<file path="config.mk">
export PLATFORM = sky130hd
export DESIGN_NAME = fog_freq_out
export DESIGN_NICKNAME = d
export VERILOG_FILES = /design/src/rtl/fog_pkg.sv /design/src/rtl/fog_cfg_stage.sv /design/src/rtl/fog_down_counter.sv /design/src/rtl/fog_out_stage.sv /design/src/rtl/fog_freq_out.sv
export SDC_FILE = /design/constraint.sdc
export NUM_CORES = 1
export LEC_CHECK = 0
export BUFFER_PORTS_ARGS = -buffer_cell sky130_fd_sc_hd__buf_4
export CAP_MARGIN = 25
export CORE_MARGIN = 2
export CORE_UTILIZATION = 50
export CTS_BUF_LIST = sky130_fd_sc_hd__clkbuf_16
export DETAILED_ROUTE_END_ITERATION = 10
export PLACE_DENSITY = 0.8
export SETUP_SLACK_MARGIN = 0.5
export SLEW_MARGIN = 25
export SYNTH_ARGS = -nofsm -noshare
export SYNTH_HDL_FRONTEND = slang
export SYNTH_HIERARCHICAL = 1
export SYNTH_SLANG_ARGS = --single-unit
</file>
<file path="constraint.sdc">
create_clock -name clk -period 2.56 [get_ports clk]
set_input_delay 0.384 -clock clk [delete_from_list [all_inputs] [get_ports clk]]
set_output_delay 0.384 -clock clk [all_outputs]
set_load 0.01 [all_outputs]
</file>
<file path="src/rtl/fog_pkg.sv">
// Shared constants and types for the frequency output generator.
// Assumes a single control word with fixed field positions.
package fog_pkg;
    parameter int FOG_RL_W   = 6;
    parameter int FOG_CTL_W  = 16;
    parameter int FOG_RL_LSB = 8;
    parameter int FOG_SEL_B  = 14;
    parameter int FOG_EN_B   = 15;

    typedef struct packed {
        logic                en;
        logic                sel;
        logic [FOG_RL_W-1:0] rl;
    } fog_cfg_t;
endpackage

</file>
<file path="src/rtl/fog_cfg_stage.sv">
// Holds the control fields in two copies.
// The shadow copy takes every write; the working copy loads from the shadow
// only on an underflow. Assumes uf_i comes from a registered counter.
module fog_cfg_stage
    import fog_pkg::*;
#(
    parameter int CTL_W = FOG_CTL_W
) (
    input  logic             clk,
    input  logic             rst_n,
    input  logic             wr_i,
    input  logic [CTL_W-1:0] wdata_i,
    input  logic             uf_i,
    output fog_cfg_t         shadow_o,
    output fog_cfg_t         active_o
);
    localparam int RL_MSB = FOG_RL_LSB + FOG_RL_W - 1;

    fog_cfg_t wr_cfg;
    logic     ctl_unused;

    // extract the fields from the written word; low bits are dropped
    always_comb begin
        wr_cfg.en  = wdata_i[FOG_EN_B];
        wr_cfg.sel = wdata_i[FOG_SEL_B];
        wr_cfg.rl  = wdata_i[RL_MSB:FOG_RL_LSB];
    end
    assign ctl_unused = ^wdata_i[FOG_RL_LSB-1:0];

    // shadow copy captures every write
    always_ff @(posedge clk) begin
        if (!rst_n)    shadow_o <= '0;
        else if (wr_i) shadow_o <= wr_cfg;
    end

    // working copy follows the shadow only on an underflow
    always_ff @(posedge clk) begin
        if (!rst_n)    active_o <= '0;
        else if (uf_i) active_o <= shadow_o;
    end


    cfg_hold_chk: assert property (@(posedge clk) disable iff (!rst_n)
        !uf_i |=> $stable(active_o));
endmodule

</file>
<file path="src/rtl/fog_down_counter.sv">
// Free-running down counter.
// It decrements while non-zero; at zero it flags an underflow and loads the
// reload value on the next clock. Assumes reload_i is stable-registered.
module fog_down_counter #(
    parameter int W = fog_pkg::FOG_RL_W
) (
    input  logic         clk,
    input  logic         rst_n,
    input  logic [W-1:0] reload_i,
    output logic [W-1:0] cnt_o,
    output logic         uf_o
);
    // underflow is the zero state of the counter
    assign uf_o = (cnt_o == '0);

    // count down, reload on underflow
    always_ff @(posedge clk) begin
        if (!rst_n)    cnt_o <= '0;
        else if (uf_o) cnt_o <= reload_i;
        else           cnt_o <= cnt_o - 1'b1;
    end


    reload_load_chk: assert property (@(posedge clk) disable iff (!rst_n)
        (cnt_o == '0) |=> (cnt_o == $past(reload_i)));

    dec_step_chk: assert property (@(posedge clk) disable iff (!rst_n)
        (cnt_o != '0) |=> (cnt_o == $past(cnt_o) - 1'b1));
endmodule

</file>
<file path="src/rtl/fog_out_stage.sv">
// Toggle latch and output selection.
// The latch inverts on every underflow. The output is gated by the working
// enable, so the pin is low whenever the generator is disabled.
module fog_out_stage
    import fog_pkg::*;
(
    input  logic     clk,
    input  logic     rst_n,
    input  logic     uf_i,
    input  fog_cfg_t active_i,
    output logic     fout_o,
    output logic     oe_o
);
    logic tgl_q;

    // toggle latch flips once per underflow
    always_ff @(posedge clk) begin
        if (!rst_n)    tgl_q <= 1'b0;
        else if (uf_i) tgl_q <= ~tgl_q;
    end

    // choose the source and gate it with the enable
    always_comb begin
        oe_o   = active_i.en;
        fout_o = active_i.en & (active_i.sel ? uf_i : tgl_q);
    end


    tgl_flip_chk: assert property (@(posedge clk) disable iff (!rst_n)
        uf_i |=> (tgl_q != $past(tgl_q)));

    tgl_hold_chk: assert property (@(posedge clk) disable iff (!rst_n)
        !uf_i |=> $stable(tgl_q));
endmodule

</file>
<file path="src/rtl/fog_freq_out.sv">
// Top level of the reloadable frequency output generator.
// It connects the configuration stage, the down counter and the output stage.
// Assumes a single clock domain with a synchronous active-low reset.
module fog_freq_out
    import fog_pkg::*;
#(
    parameter int CTL_W = FOG_CTL_W
) (
    input  logic             clk,
    input  logic             rst_n,
    input  logic             ctl_wr,
    input  logic [CTL_W-1:0] ctl_wdata,
    output logic             fout,
    output logic             fout_oe
);
    fog_cfg_t              shadow_cfg;
    fog_cfg_t              active_cfg;
    logic [FOG_RL_W-1:0]   cnt;
    logic                  uf;

    fog_cfg_stage #(.CTL_W(CTL_W)) u_cfg (
        .clk      (clk),
        .rst_n    (rst_n),
        .wr_i     (ctl_wr),
        .wdata_i  (ctl_wdata),
        .uf_i     (uf),
        .shadow_o (shadow_cfg),
        .active_o (active_cfg)
    );

    fog_down_counter #(.W(FOG_RL_W)) u_cnt (
        .clk      (clk),
        .rst_n    (rst_n),
        .reload_i (shadow_cfg.rl),
        .cnt_o    (cnt),
        .uf_o     (uf)
    );

    fog_out_stage u_out (
        .clk      (clk),
        .rst_n    (rst_n),
        .uf_i     (uf),
        .active_i (active_cfg),
        .fout_o   (fout),
        .oe_o     (fout_oe)
    );


    cfg_rl_match_chk: assert property (@(posedge clk) disable iff (!rst_n)
        uf |=> (cnt == active_cfg.rl));
endmodule

</file>
[Word level (Yosys, flattened, before mapping)]
Cells that the tools add are included.
W data, S select, Z words.
Operators by class
  $add $sub $neg: 1
  muxes and demuxes: 2
  bitwise logic cells: 2
  reductions and logical operators: 1
Operators by type and width (count)
  $logic_not A6 Y1: 1
  $mux W6: 1
  $sub A6 B1 Y6 const B: 1
  $and A1 B1 Y1: 1
  $mux W1: 1
  $not A1 Y1: 1
Storage, ports and cells
  flip-flop bits (word level): 17
  input port bits: 19
  output and inout bits: 2
  logic and storage cells: 13

[Logic depth before layout (Yosys ltp)]
  depth after elaboration: 3
  depth in mapped cells: 8

[Hierarchy]
The synthesis kept the hierarchy.
Modules (own cells, without submodules)
  fog_cfg_stage: times used 1, cells each 51, area an instance 608.1 um^2, sequential area each 320.3 um^2
  fog_down_counter: times used 1, cells each 42, area an instance 352.8 um^2, sequential area each 120.1 um^2
  fog_out_stage: times used 1, cells each 6, area an instance 58.8 um^2, sequential area each 20.0 um^2

[Worst setup path after synthesis]
No wires, ideal clock.
  path kind: register -> output
  start: register u_cnt.cnt_o[0]
  end: output fout
  arrival: 1384 ps
  data required time: 2176 ps
  setup slack: 792 ps
  stages on the path, launching flop included: 8
  buffers on the path: 0
  path through: dfxtp_1 inv_1 ha_1 nor3b_1 nand2_1 inv_1 mux2i_1 nor2b_1
Between the ends
  word-level cells in the longest chain between the ends: 3
RTL lines
  start, declared: RTL line fog_down_counter.sv:10  | output logic [W-1:0] cnt_o,
  start signal, assigned: RTL line fog_down_counter.sv:19  | else if (uf_o) cnt_o <= reload_i;
  start signal, assigned: RTL line fog_down_counter.sv:20  | else cnt_o <= cnt_o - 1'b1;
  $logic_not A6 Y1: RTL line fog_down_counter.sv:14  | assign uf_o = (cnt_o == '0);
  named net uf: RTL line fog_freq_out.sv:19  | logic uf;
  $mux W1: RTL line fog_out_stage.sv:25  | fout_o = active_i.en & (active_i.sel ? uf_i : tgl_q);
  $and A1 B1 Y1: RTL line fog_out_stage.sv:25
  end, declared: RTL line fog_freq_out.sv:13  | output logic fout,
The timed path passes the listed nets, and every way through them passes these cells.

[Worst setup path in the final report]
Ends and elaborated chain as after synthesis.

==> results.sh <==
export IMPL_outcome="completed"
export IMPL_power_leakage_uw=0.000436
export IMPL_grt_pass1_vias=621
export IMPL_maxCapViolations=0
export IMPL_cts_buffers=3
export IMPL_wl_per_cell_um=14.2
export IMPL_slew_headroom_pct=78.0
export IMPL_finalWirelength_mm=1.61
export IMPL_startpoint_type="flop"
export IMPL_cts_htree_levels=1
export IMPL_cp_required_ns=2.18
export IMPL_skew_ns=0.00289
export IMPL_final_common_cell="buf_4"
export IMPL_die_area_sq_um=1940
export IMPL_postCtsHoldBufs=0
export IMPL_grtUsageMet2_pct=31.2
export IMPL_syn_nets=102
export IMPL_grt_ovfl_total=0
export IMPL_ir_drop_uv=593
export IMPL_setup_violations_final=0
export IMPL_drive_gt1_share_pct=29.9
export IMPL_io_buffers=12
export IMPL_path_clk_slew_ns=0.05
export IMPL_critPathArrivalTime_ns=1.57
export IMPL_hold_violations=0
export IMPL_globalplace_congestion=0.886
export IMPL_start_util_pct=53.2
export IMPL_worstSkewPairLatency_ns=0.24
export IMPL_clock_sinks=17
export IMPL_drv_slew=0
export IMPL_grt_pass1_wl_mm=2.58
export IMPL_use_met3_pct=3.67
export IMPL_fillerInstances=130
export IMPL_cts_buffer_depth=2
export IMPL_critPathSlowestCell="dfxtp_2"
export IMPL_rows=14
export IMPL_mappedNetlistArea_sq_um=802
export IMPL_worstMarginPinSlew_ns=0.326
export IMPL_synth_warnings=6
export IMPL_grt_max_degree=14
export IMPL_clock_fmax_mhz=512
export IMPL_max_stage_delay_ns=0.34
export IMPL_worstPathMaxFanout=5
export IMPL_period_share_pct=76.4
export IMPL_rsz0062_at_grt="no"
export IMPL_post_route_util_pct=66.6
export IMPL_seq_area_sq_um=343
export IMPL_syn_area_per_cell_sq_um=9.90
export IMPL_grt_busiest_layer="met2"
export IMPL_crit_chain="inv_2, ha_2, nor3b_4, nand2_2, inv_4, mux2i_1, nor2b_1, buf_4"
export IMPL_cts_tree="done"
export IMPL_setup_tns_ns=0
export IMPL_viasPerCell=5.59
export IMPL_critPathCaptureType="primary output"
export IMPL_hold_class="in2reg"
export IMPL_diodes=0
export IMPL_num_io_pins=21
export IMPL_dieHeight_um=44.1
export IMPL_drtPass1Iterations=4
export IMPL_synth_cells=81
export IMPL_dp_hpwl_mm=1.05
export IMPL_ctsRootBufferMaster="clkbuf_16"
export IMPL_drc=0
export IMPL_antenna_left=0
export IMPL_grtUsageTotal_pct=18.1
export IMPL_first_iter_violations=9
export IMPL_coreArea_sq_um=1510
export IMPL_final_cell_mix="17 x buf_4, 15 x dfxtp_1, 12 x nor2b_1, 11 x mux2i_1, 5 x nor3_1"
export IMPL_syn_to_final_growth_pct=25.1
export IMPL_via_count=632
export IMPL_multi_input_area_sq_um=409
export IMPL_worst_setup_path_type="reg2out"
export IMPL_dieWidth_um=44.1
export IMPL_antenna_found_initial=0
export IMPL_nNetsFinal=119
export IMPL_powerDensity_nw_per_um2=1180
export IMPL_grtUsageMet1_pct=21.9
export IMPL_fin_crit_ns=1.95
registers in the layout (all words and copies together) (netlist names):
name,flops
u_cnt/cnt_o,6
u_out/tgl_q,1
u_cfg/shadow_o,8
u_cfg/active_o,2
path summary, 6_finish.rpt:
kind / startpoint / endpoint / slack (ns) / cells after the start
worst max-delay path: u_cnt/cnt_o[0] / fout / 0.61 / 8
worst min-delay path: ctl_wdata[11] / u_cfg/shadow_o[3] / 0.41 / 3
worst max register to register: u_cnt/cnt_o[0] / u_cnt/cnt_o[5] / 1.05 / 5
worst min register to register: u_cnt/cnt_o[0] / u_cnt/cnt_o[0] / 0.49 / 1
per-stage QoR:
stage / instance area, sq um / hold WS, ns / worst slack (ns) / power (uW) / std cells
3_5_place_dp: 866 / 0.490 / 0.491 / 744 / 104
4_1_cts: 966 / 0.403 / 0.520 / 1100 / 109
2_1_floorplan: 802 / 0.454 / 0.792 / 700 / 81
6_report: 1000 / 0.408 / 0.605 / 1180 / 113
5_1_grt: 1000 / 0.431 / 0.489 / 1240 / 113
3_3_place_gp: 866 / 0.482 / 0.495 / 730 / 104
area by class of cell:
| cell class | count | area share (%) |
|---|---|---|
| tap | 16 | 2.00 |
| multi-input combinational | 53 | 40.8 |
| timing repair buffer | 17 | 12.7 |
| clock inverter | 1 | 0.374 |
| clock buffer | 3 | 7.48 |
| sequential | 17 | 34.2 |
| inverter | 6 | 2.49 |
routing by layer:
layer	part of all wire, %	vias to the layer above
met3	4.1	2
met5	0	-
li1	-	311
met2	52	17
met1	43	302
met4	0.50	0
worst max-delay path, delay by kind of cell (launching register included):
kind	cells	cell delay (ns)
flip-flops	1	0.34
buffers and inverters	3	0.27
multiplexers	1	0.07
adder cells (fa/ha/maj)	1	0.18
AND/OR/NAND/NOR	3	0.47
timing repair:
action	in CTS	in global routing
gates resized for setup	4	6
setup endpoints to repair	1	1
setup buffers	1	4
hold endpoints to repair	0	0
report_power, final:
part           internal [uW]  total [uW]  switching [uW]
Clock                    207         302            94.9
Combinational            252         488             236
Sequential               327         394            66.1
No activity file was read; power rests on OpenSTA's default activity.
